$ cat src/rtl/snp_pkg.sv
package snp_pkg;

  typedef enum logic [1:0] {
    SNP_CLEAN  = 2'b00,
    SNP_SHARED = 2'b01,
    SNP_MOD    = 2'b10
  } snp_res_e;

  typedef struct packed {
    logic     valid;
    logic     is_wr;
    logic     resolved;
    snp_res_e res;
  } tq_entry_t;

endpackage

$ cat src/rtl/tq_ptrs.sv
module tq_ptrs #(
  parameter int DEPTH = 8,
  localparam int IDXW = $clog2(DEPTH),
  localparam int CW   = $clog2(DEPTH + 1)
) (
  input  logic            clk,
  input  logic            rst_n,
  input  logic            push,
  input  logic            pop,
  input  logic            resolve,
  output logic [IDXW-1:0] wr_ptr,
  output logic [IDXW-1:0] snp_ptr,
  output logic [IDXW-1:0] rd_ptr,
  output logic            full,
  output logic            empty,
  output logic            pend_any
);

  logic [IDXW-1:0] wr_q, wr_d, snp_q, snp_d, rd_q, rd_d;
  logic [CW-1:0]   cnt_q, cnt_d, pend_q, pend_d;

  function automatic logic [IDXW-1:0] bump(input logic [IDXW-1:0] p);
    return (p == IDXW'(DEPTH - 1)) ? '0 : p + 1'b1;
  endfunction

  always_comb begin
    wr_d   = push    ? bump(wr_q)  : wr_q;
    snp_d  = resolve ? bump(snp_q) : snp_q;
    rd_d   = pop     ? bump(rd_q)  : rd_q;
    cnt_d  = cnt_q;
    if (push && !pop)      cnt_d = cnt_q + 1'b1;
    else if (pop && !push) cnt_d = cnt_q - 1'b1;
    pend_d = pend_q;
    if (push && !resolve)      pend_d = pend_q + 1'b1;
    else if (resolve && !push) pend_d = pend_q - 1'b1;
  end

  always_ff @(posedge clk or negedge rst_n) begin
    if (!rst_n) begin
      wr_q   <= '0;
      snp_q  <= '0;
      rd_q   <= '0;
      cnt_q  <= '0;
      pend_q <= '0;
    end else begin
      wr_q   <= wr_d;
      snp_q  <= snp_d;
      rd_q   <= rd_d;
      cnt_q  <= cnt_d;
      pend_q <= pend_d;
    end
  end

  assign wr_ptr   = wr_q;
  assign snp_ptr  = snp_q;
  assign rd_ptr   = rd_q;
  assign full     = (cnt_q == CW'(DEPTH));
  assign empty    = (cnt_q == '0);
  assign pend_any = (pend_q != '0);

endmodule

$ cat src/rtl/tq_entries.sv
module tq_entries
  import snp_pkg::*;
#(
  parameter int DEPTH     = 8,
  parameter int SNOOP_DLY = 4,
  localparam int IDXW = $clog2(DEPTH),
  localparam int AMAX = SNOOP_DLY - 1,
  localparam int AW   = (AMAX > 1) ? $clog2(AMAX + 1) : 1
) (
  input  logic            clk,
  input  logic            rst_n,
  input  logic            push,
  input  logic [IDXW-1:0] push_idx,
  input  logic            push_wr,
  input  logic            res_we,
  input  logic [IDXW-1:0] res_idx,
  input  snp_res_e        res_val,
  input  logic            pop,
  input  logic [IDXW-1:0] pop_idx,
  output logic            snp_due,
  output logic            head_ready,
  output logic            head_wr,
  output snp_res_e        head_res
);

  tq_entry_t       ent_q [DEPTH];
  logic [AW-1:0]   age_q [DEPTH];
  logic [DEPTH-1:0] due_vec;

  for (genvar i = 0; i < DEPTH; i++) begin : g_slot
    tq_entry_t     ent_d;
    logic [AW-1:0] age_d;
    logic          sel_push, sel_res, sel_pop;

    assign sel_push = push   && (push_idx == IDXW'(i));
    assign sel_res  = res_we && (res_idx  == IDXW'(i));
    assign sel_pop  = pop    && (pop_idx  == IDXW'(i));

    always_comb begin
      ent_d = ent_q[i];
      age_d = age_q[i];
      if (sel_pop) begin
        ent_d.valid    = 1'b0;
        ent_d.resolved = 1'b0;
      end
      if (sel_res) begin
        ent_d.resolved = 1'b1;
        ent_d.res      = res_val;
      end
      if (sel_push) begin
        ent_d.valid    = 1'b1;
        ent_d.is_wr    = push_wr;
        ent_d.resolved = 1'b0;
        ent_d.res      = SNP_CLEAN;
        age_d          = '0;
      end else if (ent_q[i].valid && (age_q[i] != AW'(AMAX))) begin
        age_d = age_q[i] + 1'b1;
      end
    end

    always_ff @(posedge clk or negedge rst_n) begin
      if (!rst_n) begin
        ent_q[i] <= '0;
        age_q[i] <= '0;
      end else begin
        ent_q[i] <= ent_d;
        age_q[i] <= age_d;
      end
    end

    assign due_vec[i] = ent_q[i].valid && !ent_q[i].resolved &&
                        (age_q[i] == AW'(AMAX));
  end

  assign snp_due    = due_vec[res_idx];
  assign head_ready = ent_q[pop_idx].valid && ent_q[pop_idx].resolved;
  assign head_wr    = ent_q[pop_idx].is_wr;
  assign head_res   = ent_q[pop_idx].res;

endmodule

$ cat src/rtl/snoop_ctl.sv
module snoop_ctl
  import snp_pkg::*;
#(
  parameter int STALL_CLKS = 2,
  localparam int SW = $clog2(STALL_CLKS + 1)
) (
  input  logic     clk,
  input  logic     rst_n,
  input  logic     pend_any,
  input  logic     due,
  input  logic     hit,
  input  logic     hitm,
  output logic     resolve,
  output logic     stall,
  output snp_res_e res
);

  logic [SW-1:0] wait_q, wait_d;
  logic          sample;

  assign sample = pend_any && due && (wait_q == '0);

  always_comb begin
    stall   = sample && hit && hitm;
    resolve = sample && !(hit && hitm);
    if (hitm)     res = SNP_MOD;
    else if (hit) res = SNP_SHARED;
    else          res = SNP_CLEAN;
    wait_d = wait_q;
    if (stall)              wait_d = SW'(STALL_CLKS - 1);
    else if (wait_q != '0)  wait_d = wait_q - 1'b1;
  end

  always_ff @(posedge clk or negedge rst_n) begin
    if (!rst_n) wait_q <= '0;
    else        wait_q <= wait_d;
  end

endmodule

$ cat src/rtl/snoop_tracker.sv
module snoop_tracker
  import snp_pkg::*;
#(
  parameter int DEPTH      = 8,
  parameter int SNOOP_DLY  = 4,
  parameter int STALL_CLKS = 2,
  localparam int IDXW = $clog2(DEPTH)
) (
  input  logic            clk,
  input  logic            rst_n,
  input  logic            req_valid,
  input  logic            req_write,
  input  logic            hit,
  input  logic            hitm,
  input  logic            rsp_done,
  output logic            q_full,
  output logic            req_err,
  output logic            snp_valid,
  output logic [IDXW-1:0] snp_tag,
  output logic [1:0]      snp_res,
  output logic            snp_snarf,
  output logic            snp_stall,
  output logic            rd_xfer,
  output logic            wr_xfer,
  output logic            mem_snarf
);

  logic rst_s1, rst_int_n;

  always_ff @(posedge clk or negedge rst_n) begin
    if (!rst_n) begin
      rst_s1    <= 1'b0;
      rst_int_n <= 1'b0;
    end else begin
      rst_s1    <= 1'b1;
      rst_int_n <= rst_s1;
    end
  end

  logic            push, pop, resolve, stall, full, empty, pend_any;
  logic            due, head_ready, head_wr;
  logic [IDXW-1:0] wr_ptr, snp_ptr, rd_ptr;
  snp_res_e        res, head_res;

  assign push = req_valid && !full;
  assign pop  = rsp_done && head_ready;

  tq_ptrs #(.DEPTH(DEPTH)) u_ptrs (
    .clk(clk), .rst_n(rst_int_n), .push(push), .pop(pop), .resolve(resolve),
    .wr_ptr(wr_ptr), .snp_ptr(snp_ptr), .rd_ptr(rd_ptr),
    .full(full), .empty(empty), .pend_any(pend_any)
  );

  tq_entries #(.DEPTH(DEPTH), .SNOOP_DLY(SNOOP_DLY)) u_ents (
    .clk(clk), .rst_n(rst_int_n),
    .push(push), .push_idx(wr_ptr), .push_wr(req_write),
    .res_we(resolve), .res_idx(snp_ptr), .res_val(res),
    .pop(pop), .pop_idx(rd_ptr),
    .snp_due(due), .head_ready(head_ready), .head_wr(head_wr), .head_res(head_res)
  );

  snoop_ctl #(.STALL_CLKS(STALL_CLKS)) u_ctl (
    .clk(clk), .rst_n(rst_int_n), .pend_any(pend_any), .due(due),
    .hit(hit), .hitm(hitm), .resolve(resolve), .stall(stall), .res(res)
  );

  logic            vld_q, vld_d, snarf_q, snarf_d, stl_q, stl_d, err_q, err_d;
  logic [IDXW-1:0] tag_q, tag_d;
  snp_res_e        res_q, res_d;

  always_comb begin
    vld_d   = resolve;
    stl_d   = stall;
    err_d   = req_valid && full;
    tag_d   = tag_q;
    res_d   = res_q;
    snarf_d = 1'b0;
    if (resolve) begin
      tag_d   = snp_ptr;
      res_d   = res;
      snarf_d = (res == SNP_MOD);
    end
  end

  always_ff @(posedge clk or negedge rst_int_n) begin
    if (!rst_int_n) begin
      vld_q   <= 1'b0;
      stl_q   <= 1'b0;
      err_q   <= 1'b0;
      tag_q   <= '0;
      res_q   <= SNP_CLEAN;
      snarf_q <= 1'b0;
    end else begin
      vld_q   <= vld_d;
      stl_q   <= stl_d;
      err_q   <= err_d;
      tag_q   <= tag_d;
      res_q   <= res_d;
      snarf_q <= snarf_d;
    end
  end

  assign q_full    = full;
  assign req_err   = err_q;
  assign snp_valid = vld_q;
  assign snp_tag   = tag_q;
  assign snp_res   = res_q;
  assign snp_snarf = snarf_q;
  assign snp_stall = stl_q;
  assign rd_xfer   = !empty && head_ready && !head_wr;
  assign wr_xfer   = !empty && head_ready && head_wr;
  assign mem_snarf = !empty && head_ready && (head_res == SNP_MOD);

endmodule

$ cat config.mk
export PLATFORM = sky130hd
export DESIGN_NAME = snoop_tracker
export DESIGN_NICKNAME = d
export VERILOG_FILES = /design/src/rtl/snp_pkg.sv /design/src/rtl/tq_ptrs.sv /design/src/rtl/tq_entries.sv /design/src/rtl/snoop_ctl.sv /design/src/rtl/snoop_tracker.sv
export SDC_FILE = /design/constraint.sdc
export NUM_CORES = 1
export LEC_CHECK = 0
export BUFFER_PORTS_ARGS = -buffer_cell sky130_fd_sc_hd__buf_2
export CORE_UTILIZATION = 60
export DETAILED_ROUTE_END_ITERATION = 8
export PLACE_DENSITY = 0.78
export SKIP_LAST_GASP = 1
export SLEW_MARGIN = 20
export SYNTH_ARGS = -nofsm -noshare
export SYNTH_HDL_FRONTEND = slang
export SYNTH_SLANG_ARGS = --single-unit
export TNS_END_PERCENT = 1
$ cat constraint.sdc
create_clock -name clk -period 3.8 [get_ports clk]
set_clock_uncertainty 0.05 [all_clocks]
set_input_delay 0.76 -clock clk [delete_from_list [all_inputs] [get_ports clk]]
set_output_delay 0.76 -clock clk [all_outputs]
set_load 0.02 [all_outputs]
==> results of run 1 <==
layout make-up:
class | count | area, um^2 | area share, %
multi-input cells | 292 | 2240 | 45.4
flip-flops and latches | 86 | 2160 | 43.7
clock buffers | 11 | 141 | 2.87
repair buffers | 21 | 130 | 2.64
well taps | 99 | 124 | 2.51
inverters | 25 | 93.8 | 1.90
clock inverters | 4 | 47.5 | 0.965
synth_stat cells, types with 8 or more instances:
master	n	area (um^2)
a21o_1	12	90.1
a21oi_1	25	125
and3_1	9	56.3
clkbuf_1	10	37.5
dfrtp_1	86	2150
ha_1	33	413
inv_1	22	82.6
mux2_2	8	90.1
mux2i_1	21	210
nand2_1	36	135
nand2b_1	10	62.6
nor2_1	36	135
o21ai_0	10	50.1
or2_2	8	50.1
metal layers:
metal	wire length, um	vias up
li1	-	1493
met1	3870	1539
met2	4530	78
met3	549	17
met4	205	0
met5	0	-
how the worst max path moves through the flow:
stage                                  end              start  slack (ps)  depth (start not counted)
final                     u_ptrs.pend_q[3]  u_ptrs.snp_ptr[0]         480                         12
after global routing      u_ptrs.pend_q[3]  u_ptrs.snp_ptr[0]         340                         12
after CTS                 u_ptrs.pend_q[3]  u_ptrs.snp_ptr[0]         490                         12
after detailed placement  u_ptrs.pend_q[3]  u_ptrs.snp_ptr[0]         510                         12
after global placement    u_ptrs.pend_q[3]  u_ptrs.snp_ptr[0]         590                         12
after floorplan           u_ptrs.pend_q[3]    u_ents.age_q[6]         840                         13
cells by family (layout without fill, tap and decap cells):
logic type | Yosys count | after routing | synth area share [%]
buffers and inverters | 39 | 61 | 3.57
DFF | 86 | 86 | 47.3
muxes | 37 | 37 | 10.1
xor gates and xnor gates | 9 | 9 | 1.73
and+or+nand+nor | 137 | 137 | 16.6
AOI/OAI and AO/OA | 73 | 73 | 10.8
adders and majority gates | 35 | 35 | 9.95
other | 1 | 1 | 0.0824
stage by stage:
step                hold WS [ps]  setup WS [ps]
global route                 113            339
global placement             283            585
CTS                          109            491
floorplan                    281            844
finish                       125            478
detailed placement           289            509
critical path, delay by kind of cell, from the launching register on:
kind / cells / cell delay (ps)
simple gates: 4 / 700
flops: 1 / 620
compound gates: 2 / 350
fa+ha+maj: 2 / 490
xor+xnor: 2 / 280
mux: 1 / 620
buf+inv: 1 / 90
power breakdown:
| group | internal (mW) | total, mW | leakage, nW | switching [mW] |
|---|---|---|---|---|
| Combinational | 0.848 | 1.80 | 1.25 | 0.956 |
| Sequential | 1.30 | 1.62 | 1.06 | 0.324 |
| Clock | 0.316 | 0.633 | 0.0952 | 0.316 |
state kept, by name, indices dropped and copies added (netlist names):
name	count
u_ents.ent_q	40
u_ents.age_q	16
u_ptrs.cnt_q	4
u_ptrs.pend_q	4
snp_tag	3
u_ptrs.rd_ptr	3
u_ptrs.snp_ptr	3
u_ptrs.wr_ptr	3
snp_res	2
u_ctl.wait_q	2
req_err	1
rst_int_n	1
rst_s1	1
snp_snarf	1
snp_stall	1
snp_valid	1
==> results.sh, run 1 <==
export IMPL_cts_sinks=86
export IMPL_slowest_stage="dfrtp_1"
export IMPL_drtAntennaViolNets=0
export IMPL_drive_gt1_share_pct=15.7
export IMPL_yosys_warnings=0
export IMPL_cp_max_fo=13
export IMPL_synth_edff_count=0
export IMPL_cpPeakStageDelay_ps=620
export IMPL_syn_inst=417
export IMPL_hp_class="in2async"
export IMPL_synth_seq_cells=86
export IMPL_placed_area_um2=4710
export IMPL_grt_max_degree=85
export IMPL_crit_chain="and4bb_4, or2_1, mux4_2, nand2_4, ha_1, inv_1, ha_1, a21o_1, a21oi_1, xnor2_1, nor2_1, xor2_1"
export IMPL_r2r_slack_ps=480
export IMPL_start_util_pct=62.4
export IMPL_finalPower_mw=4.06
export IMPL_rsz0062_at_grt="no"
export IMPL_cts_buffer_depth=2
export IMPL_grt_use_met1_pct=33.1
export IMPL_slew_violations=0
export IMPL_final_cell_mix="dfrtp_1, nand2_1, nor2_1"
export IMPL_antenna_found_initial=0
export IMPL_crit_top_cell="ha_1"
export IMPL_final_cell_area_um2=4930
export IMPL_crit_required_ps=4000
export IMPL_dr_pass1_iters=4
export IMPL_hpwl_um=6690
export IMPL_grt_pass1_vias=3192
export IMPL_clock_latency_ps=360
export IMPL_viasPerCell=5.81
export IMPL_port_buffers=19
export IMPL_grt_pass1_wl_um=15500
export IMPL_place_gp_congestion=0.863
export IMPL_grtUsageMet2_pct=44.0
export IMPL_final_common_cell="dfrtp_1"
export IMPL_vias=3127
export IMPL_grt_usage_pct=26.5
export IMPL_max_freq_mhz=301
export IMPL_tns_ps=0
export IMPL_outcome="finished clean"
export IMPL_synth_cell_type_count=52
export IMPL_finalHoldViolations=0
export IMPL_max_slew_margin_pct=48.9
export IMPL_reg2regPathDepth=12
export IMPL_htreeDepth=3
export IMPL_cts_tree="done"
export IMPL_num_rows=31
export IMPL_cts_repair_resized=0
export IMPL_synth_ff_type="dfrtp_1"
export IMPL_start_kind="register"
export IMPL_first_iter_violations=160
export IMPL_wl_per_cell_um=17.0
export IMPL_crit_type="reg2reg"
export IMPL_worst_endpoint_arrival_ps=3520
export IMPL_die_h_um=89.1
export IMPL_grt_busiest_layer="met2"
export IMPL_area_growth_synth_to_final_pct=8.30
export IMPL_worst_r2r_endpoint="u_ptrs.pend_q[3]"
export IMPL_period_needed_ps=3320
export IMPL_vdd_ir_drop_max_v=0.000409
export IMPL_hold_buffers=0
export IMPL_die_w_um=89.1
export IMPL_met3_usage_pct=6.09
export IMPL_pin_count=20
export IMPL_syn_avg_cell_area_um2=10.9
export IMPL_fin_cells=538
export IMPL_overflow=0
export IMPL_finish_utilization_pct=67.6
export IMPL_finalSetupViolations=0
export IMPL_netlist_area_um2=4550
export IMPL_routed_wl_um=9150
export IMPL_diodes=0
export IMPL_cts_clk_slew_worst_paths_ps=80
export IMPL_dp_cells=522
export IMPL_endpoint_kind="register"
export IMPL_powerDensity_nw_per_um2=824
export IMPL_cts_root_buffer="clkbuf_8"
export IMPL_syn_nets=459
export IMPL_async_flop_share_pct=100
export IMPL_core_area_um2=7290
export IMPL_yosysSeqAreaShare_pct=47.3
export IMPL_finalCritPeriodShare_pct=87.4
export IMPL_remaining_drc_errors=0
export IMPL_nFillCells=616
export IMPL_nets=477
export IMPL_post_cts_buffers=0
export IMPL_numCtsBuffers=9
export IMPL_die_area_um2=7940
export IMPL_r2r_start="u_ptrs.snp_ptr[0]"
export IMPL_p_leak_nw=2.40
export IMPL_maxCapViolCount=0
export IMPL_worst_pin_slew_ps=757
(Power assumes the default switching activity.)
==> inputs of run 2 (changes only) <==
--- a/config.mk
+++ b/config.mk
@@ -5,6 +5,7 @@
 export SDC_FILE = /design/constraint.sdc
 export NUM_CORES = 1
 export LEC_CHECK = 0
+export ABC_AREA = 1
 export BUFFER_PORTS_ARGS = -buffer_cell sky130_fd_sc_hd__buf_2
 export CORE_UTILIZATION = 60
 export DETAILED_ROUTE_END_ITERATION = 8
==> run 2 against run 1 <==
Maximum frequency is 1.4% higher. Non-clock buffer count rose by 2. Clock power is 2% higher. Clock-buffer cell count is the same. Critical path type is now reg2out. Critical endpoint is now mem_snarf.
==> results.sh, run 2 <==
export IMPL_worstPathBufferInverterCount=2
export IMPL_place_gp_congestion=0.894
export IMPL_max_slew_margin_pct=48.9
export IMPL_cts_repair_resized=0
export IMPL_die_h_um=90.6
export IMPL_synth_cell_type_count=38
export IMPL_p_leak_nw=2.76
export IMPL_wl_per_cell_um=14.6
export IMPL_yosys_area_top_type="dfrtp_1"
export IMPL_cts_root_buffer="clkbuf_8"
export IMPL_tns_ps=0
export IMPL_final_common_cell="nand2_1"
export IMPL_htreeDepth=3
export IMPL_drive_gt1_share_pct=11.6
export IMPL_syn_avg_cell_area_um2=8.42
export IMPL_die_area_um2=8210
export IMPL_yosys_warnings=0
export IMPL_numCtsBuffers=9
export IMPL_post_cts_buffers=0
export IMPL_cp_max_fo=16
export IMPL_maxCapViolCount=0
export IMPL_crit_top_cell="nand3_1"
export IMPL_slowest_stage="inv_1"
export IMPL_antenna_found_initial=0
export IMPL_die_w_um=90.6
export IMPL_rsz0062_at_grt="no"
export IMPL_yosysMostFrequentCell="nand2_1"
export IMPL_synth_top_area_share_pct=45.7
export IMPL_max_freq_mhz=305
export IMPL_placed_area_um2=4820
export IMPL_synth_edff_count=0
export IMPL_drtAntennaViolNets=0
export IMPL_hp_class="in2async"
export IMPL_dr_pass1_iters=5
export IMPL_cts_buffer_depth=2
export IMPL_top_register="u_ents.ent_q"
export IMPL_remaining_drc_errors=0
export IMPL_cpPeakStageDelay_ps=450
export IMPL_port_buffers=19
export IMPL_largestRegisters="u_ents.ent_q (40), u_ents.age_q (16)"
export IMPL_worst_hold_slack_ps=118
export IMPL_crit_type="reg2out"
export IMPL_crit_chain="inv_1, nand3_1, nand3_1, nand3_1, nand2_1, o21ai_0, a211oi_1, buf_2"
export IMPL_nFillCells=612
export IMPL_netlist_area_um2=4710
export IMPL_crit_required_ps=2990
export IMPL_start_util_pct=63.6
export IMPL_finalPower_mw=4.35
export IMPL_worst_endpoint_arrival_ps=2470
export IMPL_dp_cells=660
export IMPL_synth_seq_cells=86
export IMPL_synth_ff_type="dfrtp_1"
export IMPL_yosysSeqAreaShare_pct=45.7
export IMPL_fin_cells=677
export IMPL_grt_pass1_vias=3750
export IMPL_area_growth_synth_to_final_pct=7.28
export IMPL_slew_violations=0
export IMPL_powerDensity_nw_per_um2=861
export IMPL_endpoint_kind="primary output"
export IMPL_syn_nets=601
export IMPL_yosys_top_cells_area="dfrtp_1, nand2_1, ha_1"
export IMPL_start_kind="register"
export IMPL_grt_pass1_wl_um=17100
export IMPL_hold_buffers=0
export IMPL_overflow=0
export IMPL_cts_clk_slew_worst_paths_ps=80
export IMPL_grt_max_degree=85
export IMPL_hpwl_um=7070
export IMPL_largest_register_ffs=40
export IMPL_viasPerCell=5.62
export IMPL_crit_family="buffers and inverters"
export IMPL_period_needed_ps=3280
export IMPL_finalHoldViolations=0
export IMPL_pin_count=20
export IMPL_cts_sinks=86
export IMPL_clock_latency_ps=360
export IMPL_netlist_top_cells_count="nand2_1, dfrtp_1, inv_1"
export IMPL_vias=3802
export IMPL_finalSetupViolations=0
export IMPL_cts_tree="done"
export IMPL_finalCritPeriodShare_pct=86.2
export IMPL_syn_inst=559
export IMPL_first_iter_violations=260
export IMPL_final_cell_area_um2=5050
export IMPL_vdd_ir_drop_max_v=0.000524
export IMPL_async_flop_share_pct=100
export IMPL_worst_pin_slew_ps=764
export IMPL_diodes=0
export IMPL_final_cell_mix="nand2_1, dfrtp_1, inv_1"
export IMPL_grt_usage_pct=26.4
export IMPL_core_area_um2=7410
export IMPL_outcome="finished clean"
export IMPL_num_rows=31
export IMPL_nets=615
export IMPL_routed_wl_um=9910
-- run 2: changes by cell type in the layout (fill, tap and decap cells not counted), sizes merged, moves of 9 or more --
cell / before / now
o21ai: 11 / 31
nand3: 6 / 71
inv: 25 / 73
a21o: 12 / 1
a21oi: 25 / 5
nand4: 0 / 24
and2: 9 / 0
nand2: 37 / 121
mux2: 10 / 0
nor2: 36 / 50
nand2b: 10 / 0
mux2i: 21 / 0
-- run 2: logic make-up after synthesis --
| group | synth area share [%] |
|---|---|
| simple gates | 28.3 |
| buf+inv | 8.63 |
| flops | 45.7 |
| compound gates | 6.32 |
| fa+ha+maj | 9.62 |
| xor+xnor | 1.30 |
| other cells | 0.0796 |
-- run 2: area by class of cell --
type                    instances  area, um^2  area share, %
inverters                      73         277           5.47
clock inverters                 5        58.8           1.16
well taps                      99         124           2.45
flip-flops and latches         86        2160           42.7
repair buffers                 23         145           2.87
multi-input cells             380        2150           42.6
clock buffers                  11         141           2.80
-- run 2: metrics by stage --
step	utilization [%]	worst slack, ps
CTS	67.8	552
detailed placement	65.1	402
finish	68.2	525
floorplan	-	1030
global route	68.2	258
global placement	65.1	562
-- run 2: path summary, 6_finish.rpt --
path	startpoint	endpoint	slack, ps	depth (start not counted)
max	u_ptrs.rd_ptr[0]	mem_snarf	520	8
max reg2reg	u_ptrs.snp_ptr[0]	u_ptrs.pend_q[3]	630	18
min	rst_n	rst_int_n	120	1
min in group clk	rst_s1	rst_int_n	320	0
max in group asynchronous	rst_int_n	u_ents.ent_q[1]	2850	1
min reg2reg	rst_int_n	u_ents.ent_q[18]	240	0
-- run 2: routing by layer --
| metal | vias up | share of wire [%] | track usage (%) |
|---|---|---|---|
| met5 | - | 0 | 0 |
| met1 | 1830 | 44 | 33.1 |
| met3 | 14 | 5.7 | 6.82 |
| li1 | 1846 | - | - |
| met2 | 112 | 49 | 44.4 |
| met4 | 0 | 1.3 | 8.87 |
-- run 2: power by group --
group          internal, mW  total, mW  switching [mW]
Combinational         0.777       2.04            1.26
Sequential             1.32       1.67           0.349
Clock                 0.322      0.645           0.323
Total                  2.42       4.35            1.94
